File: config.mk
export PLATFORM = sky130hd
export DESIGN_NAME = part_sum_tree
export DESIGN_NICKNAME = d
export VERILOG_FILES = /design/src/rtl/pst_pkg.sv /design/src/rtl/pst_lane_adder.sv /design/src/rtl/pst_stage.sv /design/src/rtl/part_sum_tree.sv
export SDC_FILE = /design/constraint.sdc
export NUM_CORES = 1
export LEC_CHECK = 0
export ABC_CLOCK_PERIOD_IN_PS = 9300
export BUFFER_PORTS_ARGS = -buffer_cell sky130_fd_sc_hd__clkbuf_2
export CORE_ASPECT_RATIO = 1.4
export CORE_MARGIN = 5
export CORE_UTILIZATION = 55
export CTS_CLUSTER_SIZE = 28
export DETAILED_ROUTE_END_ITERATION = 16
export PLACE_DENSITY_LB_ADDON = 0.3
export SYNTH_ARGS = -nofsm -noshare
export SYNTH_HDL_FRONTEND = slang
export SYNTH_SLANG_ARGS = --single-unit
File: constraint.sdc
create_clock -name clk -period 9.3 [get_ports clk]
set_input_delay 0.93 -clock clk [delete_from_list [all_inputs] [get_ports clk]]
set_output_delay 0.93 -clock clk [all_outputs]
set_load 0.02 [all_outputs]
File: src/rtl/pst_pkg.sv
package pst_pkg;
    localparam int WORD_W = 16;
    localparam int CUT_LO = 4;
    localparam int CUT_HI = 8;

    function automatic int reduce_count(int n, int lvl);
        int c;
        c = n;
        for (int k = 0; k < lvl; k++) c = (c + 1) / 2;
        return c;
    endfunction

    function automatic int stage_out(int cnt, int add);
        return (add != 0) ? (cnt + 1) / 2 : cnt;
    endfunction

    function automatic int tree_depth(int n);
        int c;
        int d;
        c = (n < 1) ? 1 : n;
        d = 0;
        while (c > 1) begin
            c = (c + 1) / 2;
            d++;
        end
        return d;
    endfunction

    function automatic int kept_levels(logic [31:0] mask, int depth);
        int cnt;
        cnt = 0;
        for (int k = 0; k < 32; k++)
            if (k <= depth && mask[k]) cnt++;
        return cnt;
    endfunction
endpackage

File: src/rtl/pst_lane_adder.sv
module pst_lane_adder
    import pst_pkg::*;
(
    input  logic [WORD_W-1:0] a_i,
    input  logic [WORD_W-1:0] b_i,
    input  logic              split_lo_i,
    input  logic              split_hi_i,
    output logic [WORD_W-1:0] sum_o
);
    localparam int W0 = CUT_LO;
    localparam int W1 = CUT_HI - CUT_LO;
    localparam int W2 = WORD_W - CUT_HI;

    logic [W0:0]   seg0;
    logic [W1:0]   seg1;
    logic [W2-1:0] seg2;
    logic          carry0;
    logic          carry1;

    always_comb begin
        seg0   = {1'b0, a_i[CUT_LO-1:0]} + {1'b0, b_i[CUT_LO-1:0]};
        carry0 = seg0[W0] & ~split_lo_i;
        seg1   = {1'b0, a_i[CUT_HI-1:CUT_LO]} + {1'b0, b_i[CUT_HI-1:CUT_LO]}
               + {{W1{1'b0}}, carry0};
        carry1 = seg1[W1] & ~split_hi_i;
        seg2   = a_i[WORD_W-1:CUT_HI] + b_i[WORD_W-1:CUT_HI] + {{(W2-1){1'b0}}, carry1};
        sum_o  = {seg2, seg1[W1-1:0], seg0[W0-1:0]};
    end
endmodule

File: src/rtl/pst_stage.sv
module pst_stage
    import pst_pkg::*;
#(
    parameter int CNT_IN = 2,
    parameter int DO_ADD = 1,
    parameter int KEEP   = 1
) (
    input  logic                                         clk,
    input  logic                                         rst_n,
    input  logic [CNT_IN*WORD_W-1:0]                     words_i,
    input  logic                                         split_lo_i,
    input  logic                                         split_hi_i,
    output logic [stage_out(CNT_IN, DO_ADD)*WORD_W-1:0]  words_o,
    output logic                                         split_lo_o,
    output logic                                         split_hi_o
);
    localparam int CNT_OUT = stage_out(CNT_IN, DO_ADD);
    localparam int LW0     = CUT_LO;
    localparam int LW1     = CUT_HI - CUT_LO;
    localparam int LW2     = WORD_W - CUT_HI;
    localparam int LWU     = WORD_W - CUT_LO;

    typedef struct packed {
        logic [CNT_OUT-1:0][WORD_W-1:0] words;
        logic                           split_lo;
        logic                           split_hi;
    } stage_t;

    logic [CNT_OUT-1:0][WORD_W-1:0] pair_sum;
    stage_t                         st_d;

    for (genvar j = 0; j < CNT_OUT; j++) begin : g_pair
        if (DO_ADD != 0 && (2 * j + 1) < CNT_IN) begin : g_add
            logic [WORD_W-1:0] op_a;
            logic [WORD_W-1:0] op_b;
            assign op_a = words_i[(2*j)*WORD_W +: WORD_W];
            assign op_b = words_i[(2*j+1)*WORD_W +: WORD_W];

            pst_lane_adder u_add (
                .a_i       (op_a),
                .b_i       (op_b),
                .split_lo_i(split_lo_i),
                .split_hi_i(split_hi_i),
                .sum_o     (pair_sum[j])
            );

            AST_HIGH_LANE_CUT: assert property (@(posedge clk) disable iff (!rst_n)
                split_hi_i |-> pair_sum[j][WORD_W-1:CUT_HI] ==
                    LW2'(op_a[WORD_W-1:CUT_HI] + op_b[WORD_W-1:CUT_HI]));
            AST_UPPER_LANE_CUT: assert property (@(posedge clk) disable iff (!rst_n)
                (split_lo_i && !split_hi_i) |-> pair_sum[j][WORD_W-1:CUT_LO] ==
                    LWU'(op_a[WORD_W-1:CUT_LO] + op_b[WORD_W-1:CUT_LO]));
            AST_MID_LANE_CUT: assert property (@(posedge clk) disable iff (!rst_n)
                (split_lo_i && split_hi_i) |-> pair_sum[j][CUT_HI-1:CUT_LO] ==
                    LW1'(op_a[CUT_HI-1:CUT_LO] + op_b[CUT_HI-1:CUT_LO]));
            AST_LOW_LANE_WRAP: assert property (@(posedge clk) disable iff (!rst_n)
                1'b1 |-> pair_sum[j][CUT_LO-1:0] ==
                    LW0'(op_a[CUT_LO-1:0] + op_b[CUT_LO-1:0]));
        end else begin : g_pass
            localparam int SRC = (DO_ADD != 0) ? 2 * j : j;
            assign pair_sum[j] = words_i[SRC*WORD_W +: WORD_W];
        end
    end

    always_comb begin
        st_d.words    = pair_sum;
        st_d.split_lo = split_lo_i;
        st_d.split_hi = split_hi_i;
    end

    if (KEEP != 0) begin : g_reg
        stage_t st_q;

        always_ff @(posedge clk or negedge rst_n) begin
            if (!rst_n) st_q <= '0;
            else        st_q <= st_d;
        end

        assign words_o    = st_q.words;
        assign split_lo_o = st_q.split_lo;
        assign split_hi_o = st_q.split_hi;

        AST_SPLIT_TRAVELS: assert property (@(posedge clk) disable iff (!rst_n)
            1'b1 |=> {split_lo_o, split_hi_o} == $past({split_lo_i, split_hi_i}));
        AST_RESET_CLEARS: assert property (@(posedge clk)
            !rst_n |-> (words_o == '0));
    end else begin : g_comb
        assign words_o    = st_d.words;
        assign split_lo_o = st_d.split_lo;
        assign split_hi_o = st_d.split_hi;
    end
endmodule

File: src/rtl/part_sum_tree.sv
module part_sum_tree
    import pst_pkg::*;
#(
    parameter int          N_IN       = 6,
    parameter logic [31:0] REG_LEVELS = 32'h0000_0005
) (
    input  logic                                      clk,
    input  logic                                      rst_n,
    input  logic                                      split_lo,
    input  logic                                      split_hi,
    input  logic [((N_IN > 0) ? N_IN : 1)*WORD_W-1:0] operands_i,
    output logic [WORD_W-1:0]                         sum_o
);
    localparam int NP      = (N_IN > 0) ? N_IN : 1;
    localparam int DEPTH   = tree_depth(NP);
    localparam int LATENCY = kept_levels(REG_LEVELS, DEPTH);
    localparam int IN_W    = NP * WORD_W + 2;
    localparam int CAP     = LATENCY + 2;

    for (genvar s = 0; s <= DEPTH; s++) begin : g_lvl
        localparam int CIN  = reduce_count(NP, (s > 0) ? s - 1 : 0);
        localparam int COUT = stage_out(CIN, (s > 0) ? 1 : 0);

        logic [CIN*WORD_W-1:0]  w_in;
        logic                   lo_in;
        logic                   hi_in;
        logic [COUT*WORD_W-1:0] w_out;
        logic                   lo_out;
        logic                   hi_out;

        if (s == 0) begin : g_src
            assign w_in  = operands_i;
            assign lo_in = split_lo;
            assign hi_in = split_hi;
        end else begin : g_chain
            assign w_in  = g_lvl[s-1].w_out;
            assign lo_in = g_lvl[s-1].lo_out;
            assign hi_in = g_lvl[s-1].hi_out;
        end

        if (s == 0 && !REG_LEVELS[0]) begin : g_wire
            assign w_out  = w_in;
            assign lo_out = lo_in;
            assign hi_out = hi_in;
        end else begin : g_stage
            pst_stage #(
                .CNT_IN(CIN),
                .DO_ADD((s > 0) ? 1 : 0),
                .KEEP  (REG_LEVELS[s] ? 1 : 0)
            ) u_stage (
                .clk       (clk),
                .rst_n     (rst_n),
                .words_i   (w_in),
                .split_lo_i(lo_in),
                .split_hi_i(hi_in),
                .words_o   (w_out),
                .split_lo_o(lo_out),
                .split_hi_o(hi_out)
            );
        end
    end

    logic [WORD_W-1:0] tree_sum;
    logic              tail_lo;
    logic              tail_hi;
    assign tree_sum = g_lvl[DEPTH].w_out[WORD_W-1:0];
    assign tail_lo  = g_lvl[DEPTH].lo_out;
    assign tail_hi  = g_lvl[DEPTH].hi_out;
    assign sum_o    = (N_IN == 0) ? '0 : tree_sum;

    typedef struct packed {
        logic [IN_W-1:0] last_in;
        logic [7:0]      quiet;
    } mon_t;

    mon_t            mon_d;
    mon_t            mon_q;
    logic [IN_W-1:0] in_now;

    always_comb begin
        in_now        = {operands_i, split_lo, split_hi};
        mon_d.last_in = in_now;
        if (in_now != mon_q.last_in)   mon_d.quiet = '0;
        else if (mon_q.quiet >= CAP)   mon_d.quiet = mon_q.quiet;
        else                           mon_d.quiet = mon_q.quiet + 8'd1;
    end

    always_ff @(posedge clk or negedge rst_n) begin
        if (!rst_n) mon_q <= '0;
        else        mon_q <= mon_d;
    end

    AST_SETTLED_HOLDS: assert property (@(posedge clk) disable iff (!rst_n)
        (mon_q.quiet >= CAP && in_now == mon_q.last_in) |=>
            ($stable(sum_o) && $stable({tail_lo, tail_hi})));
endmodule

==> run metrics, run 1 <==
minimum clock period=5350 ps; final setup violation count=0; vias in the first global route=3,998; TritonCTS clock tree=built; Port Buffers=115; crit-path max FO=2; Starting Density=56.3%; area of the multi-input gates=2390 um2; layout net count=729; initial drt markers=93; Post-DRT Antenna Nets=0; Setup crit start kind=register; drt wl/cell=14.6 um; H-tree depth=4; Syn Nets=594; sequential power share=33.6%; storage element area=3300 um2; EDFF count, synth=0; WHS=469 ps; complex-gate fraction of the synthesized area=8.24%; GRT overflow=0; DR pass1 iterations=4; Logic pwr share=34.6%; clk sinks=132; RSZ-0062 raised after global routing=false; Final Hold Viols=0; GP Congestion=0.793; largest net degree at the start of global routing=75; clk buf depth=2; Max Cap Viol=0; Hold Path Class=register to register; synthesis-to-finish area growth=23.1%; crit path kind=register to output port; Synth top area share=56.4%; IO Count=116; status=finished, final reports clean; Avg Cell Area, Syn=14.4 um2; Worst-path clk slew=60 ps; clock network fraction of design power=31.9%; die height=132 um; #FFs+latches synth=132; reg2reg start=g_lvl[0].g_stage.u_stage.words_o[32]; die footprint=12,800 um2; Sw Pwr=0.678 mW; CTS Hold Bufs=0; post-synthesis mux area share=0.171%; Synth Area in XOR/XNOR=6.43%; # rows=44; Cell variety after synth=27; ys async rst share=100%; Post-Syn Instances=406; Worst-Skew Late Latency=410 ps; sequential element share of the synthesized area=56.4%; power density cells=281 nW/um2; max-slew violation count=0; remaining routing DRC violations=0; TNS Setup=0 ps; most frequent cell after synthesis=dfrtp_1; cell accounting for the most synthesized area=dfrtp_1; switching part of the total power=33.5%; slew margin rel.=42.4%; Top FF cell, synth=dfrtp_1; GRT Total Usage=17.7%; Synth Area in Adders=23.3%; Synth Warn #=0; Pint=1.35 mW; Setup crit end kind=output port; Clock Skew=6.82 ps; final WL=10,200 um; Synth area leaders=dfrtp_1, fa_1, ha_1, xnor2_1, inv_1; Post-Syn Area=5860 um2; Crit path arrival time=4420 ps; core area=10,400 um2; final period utilization=57.6%; global-route wire length before repair=17,600 um; Max Freq=187 MHz; worst-margin pin slew=864 ps; Post-CTS Setup Bufs=0; root buffer selected by CTS=clkbuf_16; simple-gate share of the synthesized area=2.67%; DR vias/cell=4.90; largest family of logic cells by synthesized area=adder cells; most instantiated cells after synthesis=dfrtp_1, ha_1, inv_1; Critical Path RT=8370 ps; initial antenna violation count=2; fraction of layout cells with a size suffix above 1=28.9%; routed vias=3,402; DP HPWL=7950 um; Leak=3.63 nW; hold path start=g_lvl[0].g_stage.u_stage.words_o[80]; Fill cells=756; Worst Setup SP=g_lvl[2].g_stage.u_stage.words_o[0]; post-CTS sizing=0; CTS Buf Count=17; Die X=97.2 um; Max VDD drop=0.000260 V
## routing by layer
layer	GRT usage [%]	vias up	part of all wire, %
li1	-	1603	-
met1	17.3	1697	34
met2	33.8	88	60
met3	5.35	14	4.7
met4	7.70	0	1.9
met5	0	-	0
## flip-flops by register name, summed over array words and instances (netlist names)
name / count
g_lvl.g_stage.u_stage.words_o: 128
g_lvl.g_stage.u_stage.split_hi_o: 2
g_lvl.g_stage.u_stage.split_lo_o: 2
## power groups by stage
stage	registers [mW]	logic [mW]	clock network (mW)
floorplan	0.679	0.501	0
global placement	0.689	0.686	0
detailed placement	0.691	0.709	0
CTS	0.681	0.716	0.659
global route	0.687	0.778	0.686
finish	0.679	0.700	0.646
## worst max-delay path, stage by stage, from the launching register on
cell and delay (ps):
dfrtp_1 370, ha_1 220, inv_1 80, fa_1 220, nor2b_1 70, o21a_1 160
o21bai_1 210, fa_1 210, inv_1 60, fa_1 400, a21o_1 170, a21oi_1 130
or2_2 130, fa_1 170, inv_1 50, fa_1 390, a21o_1 200, a21oi_2 170
o21bai_1 80, a21oi_1 170, xnor2_1 150, clkbuf_2 200
## cell type report
cell class	instances	area share, %
Inverter	44	2.29
Timing Repair Buffer	116	8.17
Clock inverter	13	1.86
Tap cell	138	2.39
Multi-Input combinational cell	230	33.1
Antenna cell	2	0.0694
Sequential cell	132	45.8
Clock buffer	19	6.28
## path summary, 6_finish.rpt
check / to / slack [ps] / cells after the start
worst max-delay path: sum_o[14] / 3950 / 21
worst min-delay path: g_lvl[2].g_stage.u_stage.words_o[16] / 470 / 1
worst max register to register: g_lvl[2].g_stage.u_stage.words_o[14] / 4060 / 21
worst min register to register: g_lvl[2].g_stage.u_stage.words_o[16] / 470 / 1
max in group asynchronous: g_lvl[2].g_stage.u_stage.words_o[10] / 7560 / 2
min in group asynchronous: g_lvl[2].g_stage.u_stage.words_o[0] / 480 / 1
## stage by stage
stage                     std cells  utilization (%)  area (um2)  worst slack [ps]  power (mW)
after floorplan                 406                -        5860              4340        1.18
after CTS                       692             69.3        7210              3890        2.06
final                           694             69.3        7210              3950        2.03
after global placement          660             63.6        6620              4180        1.37
after detailed placement        660             63.6        6620              4030        1.40
after global routing            694             69.3        7210              3580        2.15
## logic make-up after synthesis
kind of cell,after synthesis
mux,1
simple gates,30
fa+ha+maj,88
xor+xnor,43
compound gates,68
buf+inv,44
flops,132
## cell usage in the layout (no fill, tap or decap), types with 9 or more instances in the layout
cell type,synthesis,layout
nor2_1,12,12
inv_1,44,44
xor2_1,10,10
ha_1,53,53
a21o_1,18,18
xnor2_1,33,33
a21oi_1,24,24
clkbuf_2,0,114
fa_1,35,35
clkbuf_16,0,17
dfrtp_1,132,132
nor2b_1,9,9
Note: power is estimated with default switching activity, not from simulation.
==> inputs of run 2 (changes only) <==
Settings changed: ABC_CLOCK_PERIOD_IN_PS 9300 to 4350, CORE_UTILIZATION 55 to 50.
Clock period 9.3 ns to 4.35 ns, I/O delays scaled along.
==> run metrics, run 2 (same netlist as run 1, synthesis figures left out) <==
most frequent cells in the layout=dfrtp_1, clkbuf_2, ha_1 (unchanged); clock network fraction of design power=29.2% (was 31.9%); power density cells=620 nW/um2 (was 281 nW/um2); GRT overflow=0 (unchanged); crit-path max FO=2 (unchanged); setup slack, reg-to-reg=-540 ps (was 4060 ps); max-slew violation count=0 (unchanged); status=finished with violations (was finished, final reports clean); sequential power share=30.9% (was 33.6%); CTS Hold Bufs=0 (unchanged); reg2reg start=g_lvl[0].g_stage.u_stage.words_o[32] (unchanged); area of the multi-input gates=2540 um2 (was 2390 um2); initial drt markers=66 (was 93); Ant. Diodes=0 (was 2); clk buf depth=2 (unchanged); Die X=101 um (was 97.2 um); minimum clock period=4890 ps; busiest grt layer=met2 (unchanged); cell depth of the worst flop-to-flop path=21 (unchanged); M1 GR Usage=17.8% (was 17.3%); final period utilization=112%; storage element area=3300 um2 (unchanged); failing checks=setup timing; Setup crit start kind=register (unchanged); Critical Path RT=4620 ps (was 8370 ps); slew margin rel.=39.8% (was 42.4%); Clock Skew=4.48 ps (was 6.82 ps); final WL=10,700 um (was 10,200 um); Max Freq=204 MHz; post-route design area=7600 um2 (was 7210 um2); worst-margin pin slew=904 ps (was 864 ps); RSZ-0062 raised after global routing=true (was false); Leak=3.77 nW (was 3.63 nW); met3 usage=4.78% (was 5.35%); hold path start=operands_i[92] (was g_lvl[0].g_stage.u_stage.words_o[80]); remaining routing DRC violations=0 (unchanged); Hold Path Class=input port to register (was register to register); GRT Total Usage=16.8% (was 17.7%); Sw Pwr=1.55 mW (was 0.678 mW); Port Buffers=115 (unchanged); grt met2 use=30.7% (was 33.8%); synthesis-to-finish area growth=29.8% (was 23.1%); root buffer selected by CTS=clkbuf_16 (unchanged); max reg flops=128 (unchanged); Final Hold Viols=0 (unchanged); Starting Density=51.4% (was 56.3%); crit path kind=register to register (was register to output port); Hold EP=g_lvl[0].g_stage.u_stage.words_o[92] (was g_lvl[2].g_stage.u_stage.words_o[16]); Setup crit end kind=register (was output port); vias in the first global route=4,158 (was 3,998); fraction of layout cells with a size suffix above 1=39.9% (was 28.9%); Max VDD drop=0.000620 V (was 0.000260 V); placed cells=682 (was 660); Crit path arrival time=5170 ps (was 4420 ps); # rows=46 (was 44); DR pass1 iterations=3 (was 4); CTS Buf Count=17 (unchanged); placed instance area=6780 um2 (was 6620 um2); Post-Layout Cell Count=725 (was 694); die footprint=14,000 um2 (was 12,800 um2); initial antenna violation count=0 (was 2); Worst-path clk slew=60 ps (about the same); IO Count=116 (unchanged); most common cell after layout, fill and taps aside=dfrtp_1 (unchanged); global-route wire length before repair=18,200 um (was 17,600 um); core area=11,400 um2 (was 10,400 um2); Post-DRT Antenna Nets=0 (unchanged); H-tree depth=4 (unchanged); R2R Path End=g_lvl[2].g_stage.u_stage.words_o[14] (unchanged); Hold Path Depth=1 (unchanged); die height=138 um (was 132 um); fin worst setup slack=-541 ps (was 3950 ps); switching part of the total power=32.8% (was 33.5%); layout net count=756 (was 729); DR vias/cell=4.82 (was 4.90); Logic pwr share=40.0% (was 34.6%); DP HPWL=7990 um (was 7950 um); final setup violation count=11 (was 0); TritonCTS clock tree=built (unchanged); dpl ws=-607 ps (was 4030 ps); GP Congestion=0.793 (about the same); Fill cells=836 (was 756); clk sinks=132 (unchanged); Max Cap Viol=0 (unchanged); routed vias=3,494 (was 3,402); drt wl/cell=14.7 um (was 14.6 um); Worst-Skew Late Latency=400 ps (was 410 ps); Pint=3.16 mW (was 1.35 mW); largest net degree at the start of global routing=105 (was 75)
## run 2: cell count changes in the layout (fill, tap and decap cells not counted), sizes merged
cell,delta
buf,+33
clkbuf,-6
diode,-2
## run 2: repair_timing
item / 4_1_cts / 5_1_grt
setup endpoints to repair: 14 / 14
setup buffers: 8 / 5
pin swaps: 19 / 19
resized for setup: 33 / 23
## run 2: how the worst max path moves through the flow
stage,from,endpoint,cells past startpoint
4_1_cts,g_lvl[0].g_stage.u_stage.words_o[0],g_lvl[2].g_stage.u_stage.words_o[14],23
2_1_floorplan,g_lvl[0].g_stage.u_stage.words_o[32],g_lvl[2].g_stage.u_stage.words_o[14],22
6_report,g_lvl[0].g_stage.u_stage.words_o[32],g_lvl[2].g_stage.u_stage.words_o[14],21
3_5_place_dp,g_lvl[0].g_stage.u_stage.words_o[0],g_lvl[2].g_stage.u_stage.words_o[14],23
3_3_place_gp,g_lvl[0].g_stage.u_stage.words_o[32],g_lvl[2].g_stage.u_stage.words_o[14],21
5_1_grt,g_lvl[0].g_stage.u_stage.words_o[32],g_lvl[2].g_stage.u_stage.words_o[14],21
## run 2: power by group through the flow
stage	clock network, mW	registers [mW]	logic (mW)
finish	1.37	1.45	1.88
floorplan	0	1.45	1.08
global placement	0	1.47	1.55
CTS	1.40	1.46	1.78
global route	1.46	1.47	2.07
detailed placement	0	1.48	1.59
## run 2: metal layers
metal	part of all wire (%)	up-vias
met5	0	-
met4	2.3	0
li1	-	1654
met1	35	1729
met2	58	88
met3	5.1	23
## run 2: per-stage QoR
stage	TNS [ps]	utilization (%)	hold WS (ps)	power (mW)
5_1_grt	-5560	66.7	114	5.00
4_1_cts	-3310	65.8	118	4.64
2_1_floorplan	-475	-	139	2.53
3_5_place_dp	-2010	59.5	459	3.06
3_3_place_gp	-1310	59.5	449	3.02
6_report	-2930	66.7	132	4.71
## run 2: worst max-delay path: stages (launching register included)
cell and delay [ps]:
dfrtp_1 360, ha_2 200, fa_2 450, fa_2 410, a21o_1 160, a21oi_1 130
nor2_1 70, fa_2 390, fa_2 350, a21o_1 170, a21oi_2 130, or2_4 130
fa_1 420, inv_2 80, fa_2 220, inv_2 40, fa_2 350, nor2b_2 130
o21ai_2 70, a21boi_2 160, mux2i_1 190, o2111ai_1 120
## run 2: cell type report
class | instances | share of cell area, %
inverters | 44 | 2.17
flip-flops and latches | 132 | 43.4
well taps | 144 | 2.37
clock buffers | 19 | 5.96
clock inverters | 13 | 1.76
multi-input cells | 230 | 33.4
repair buffers | 143 | 10.9
==> inputs of run 3 (changes only) <==
Settings changed: CORE_UTILIZATION 50 to 40, SYNTH_HIERARCHICAL from default to 1.
==> run metrics, run 3 <==
Crit path arrival time=5070 ps (was 5170 ps); setup slack, reg-to-reg=-400 ps (was -540 ps); DP HPWL=9760 um (was 7990 um); fraction of layout cells with a size suffix above 1=40.6% (was 39.9%); M1 GR Usage=17.1% (was 17.8%); largest net degree at the start of global routing=64 (was 105); failing checks=setup timing (unchanged); most frequent CP cell=fa_2 (unchanged); reg2reg start=g_lvl[0].g_stage.u_stage/words_o[16] (was g_lvl[0].g_stage.u_stage.words_o[32]); R2R Path End=g_lvl[2].g_stage.u_stage/words_o[14] (was g_lvl[2].g_stage.u_stage.words_o[14]); Clock Skew=7.91 ps (was 4.48 ps); Critical Path RT=4670 ps (was 4620 ps); initial drt markers=156 (was 66); die footprint=17,800 um2 (was 14,000 um2); Final Hold Viols=0 (unchanged); Pint=3.59 mW (was 3.16 mW); H-tree depth=4 (unchanged); initial antenna violation count=0 (unchanged); Starting Density=40.6% (was 51.4%); fin worst setup slack=-398 ps (was -541 ps); # rows=53 (was 46); Sw Pwr=1.68 mW (was 1.55 mW); layout net count=808 (was 756); crit-path max FO=3 (was 2); most frequent cells in the layout=dfrtp_1, clkbuf_2, ha_1 (unchanged); CTS Buf Count=17 (unchanged); TritonCTS clock tree=built (unchanged); Port Buffers=115 (unchanged); Ant. Diodes=0 (unchanged); Post-Syn Area=6080 um2 (was 5860 um2); Setup crit end kind=register (unchanged); switching part of the total power=31.9% (was 32.8%); Setup crit start kind=register (unchanged); Max VDD drop=0.000369 V (was 0.000620 V); crit path kind=register to register (unchanged); Hold Path Class=input port to async pin (was input port to register); Logic pwr share=39.1% (was 40.0%); GRT overflow=0 (unchanged); CP Cell Sequence=ha_2 -> fa_2 -> a21o_1 -> a21oi_2 -> nor2_2 -> fa_2 -> fa_2 -> a21o_1 -> a21oi_2 -> nor2_2 -> fa_2 -> fa_2 -> a211oi_2 -> buf_4 -> o211ai_1 -> o2111ai_2 -> ha_1 -> or4b_4 -> o2111ai_2 (was ha_2 -> fa_2 -> fa_2 -> a21o_1 -> a21oi_1 -> nor2_1 -> fa_2 -> fa_2 -> a21o_1 -> a21oi_2 -> or2_4 -> fa_1 -> inv_2 -> fa_2 -> inv_2 -> fa_2 -> nor2b_2 -> o21ai_2 -> a21boi_2 -> mux2i_1 -> o2111ai_1); Worst-Skew Late Latency=410 ps (was 400 ps); cell depth of the worst flop-to-flop path=19 (was 21); RSZ-0062 raised after global routing=true (unchanged); Post-Syn Instances=441 (was 406); grt met2 use=28.1% (was 30.7%); Max Freq=211 MHz (was 204 MHz); Post-DRT Antenna Nets=0 (unchanged); Max Cap Viol=0 (unchanged); minimum clock period=4750 ps (was 4890 ps); clock network fraction of design power=33.1% (was 29.2%); drt wl/cell=15.6 um (was 14.7 um); slew margin rel.=49.0% (was 39.8%); routed vias=4,053 (was 3,494); GRT Total Usage=15.5% (was 16.8%); placed instance area=7190 um2 (was 6780 um2); max reg flops=128 (unchanged); vias in the first global route=4,578 (was 4,158); GP Congestion=0.867 (was 0.793); worst-margin pin slew=765 ps (was 904 ps); DR pass1 iterations=4 (was 3); clk buf depth=2 (unchanged); Syn Nets=631 (was 594); most common cell after layout, fill and taps aside=dfrtp_1 (unchanged); remaining routing DRC violations=0 (unchanged); Worst Setup SP=g_lvl[0].g_stage.u_stage/words_o[16] (was g_lvl[0].g_stage.u_stage.words_o[32]); PnR Total Power=5.27 mW (was 4.71 mW); Die X=114 um (was 101 um); power density cells=638 nW/um2 (was 620 nW/um2); status=finished with violations (unchanged); Leak=3.95 nW (was 3.77 nW); max-slew violation count=0 (unchanged); post-route design area=8270 um2 (was 7600 um2); Slowest cell on crit path=or4b_4 (was fa_2); final setup violation count=12 (was 11); Synth Warn #=6 (was 0); Avg Cell Area, Syn=13.8 um2 (was 14.4 um2); synthesis-to-finish area growth=36.1% (was 29.8%); global-route wire length before repair=21,200 um (was 18,200 um); final WL=12,900 um (was 10,700 um); root buffer selected by CTS=clkbuf_16 (unchanged); clk sinks=132 (unchanged); core area=15,000 um2 (was 11,400 um2); die height=156 um (was 138 um); Critical Path Max Stage Delay=540 ps (was 450 ps); met3 usage=3.96% (was 4.78%); sequential power share=27.8% (was 30.9%); IO Count=116 (unchanged); final period utilization=109% (was 112%); DR vias/cell=4.92 (was 4.82); busiest grt layer=met2 (unchanged); Worst-path clk slew=50 ps (was 60 ps); CTS Hold Bufs=0 (unchanged)
## run 3: layout make-up
cell class	count	area [um2]
inverter	5	18.8
timing repair buffer	160	987
fill	1278	6710
clock inverter	12	274
clock buffer	20	457
multi-input combinational	302	2990
tap	192	240
sequential	132	3300
## run 3: critical path, delay by kind of cell, from the launching register on
family,cells,cell delay (ps)
adder cells (fa/ha/maj),7,2330
AO/OA/AOI/OAI,8,1150
AND/OR/NAND/NOR,3,640
flip-flops,1,360
buffers and inverters,1,140
## run 3: power groups by stage
stage          Clock (mW)  Combinational, mW  Sequential, mW
2_1_floorplan           0               1.12            1.46
3_3_place_gp            0               1.64            1.48
3_5_place_dp            0               1.69            1.49
4_1_cts              1.78               1.94            1.47
5_1_grt              1.84               2.24            1.48
6_report             1.75               2.06            1.46
## run 3: repair_timing
action | 4_1_cts | 5_1_grt
setup endpoints to repair | 14 | 15
buffers inserted | 6 | 8
pin swaps | 29 | 17
gates resized for setup | 49 | 25
## run 3: stage by stage
| stage | TNS, ps | worst slack (ps) | utilization (%) | cells | hold slack (ps) |
|---|---|---|---|---|---|
| final | -3230 | -398 | 55.2 | 823 | 106 |
| after global routing | -5200 | -536 | 55.2 | 823 | 103 |
| after CTS | -2960 | -439 | 54.4 | 817 | 104 |
| after detailed placement | -2800 | -483 | 48.0 | 780 | 448 |
| after global placement | -1910 | -348 | 48.0 | 780 | 456 |
| after floorplan | -212 | -199 | - | 441 | 139 |
## run 3: worst max path at each step
stage / slack (ps) / cells past startpoint / to
final: -400 / 19 / g_lvl[2].g_stage.u_stage/words_o[14]
after detailed placement: -480 / 18 / g_lvl[2].g_stage.u_stage/words_o[14]
after floorplan: -200 / 19 / g_lvl[2].g_stage.u_stage/words_o[14]
after global placement: -350 / 19 / g_lvl[2].g_stage.u_stage/words_o[14]
after CTS: -440 / 16 / sum_o[12]
after global routing: -540 / 19 / g_lvl[2].g_stage.u_stage/words_o[14]
## run 3: routing by layer
metal,share of wire [%],up-vias
li1,-,1941
met1,38,1986
met2,55,108
met3,4.9,18
met4,2.1,0
met5,0,-
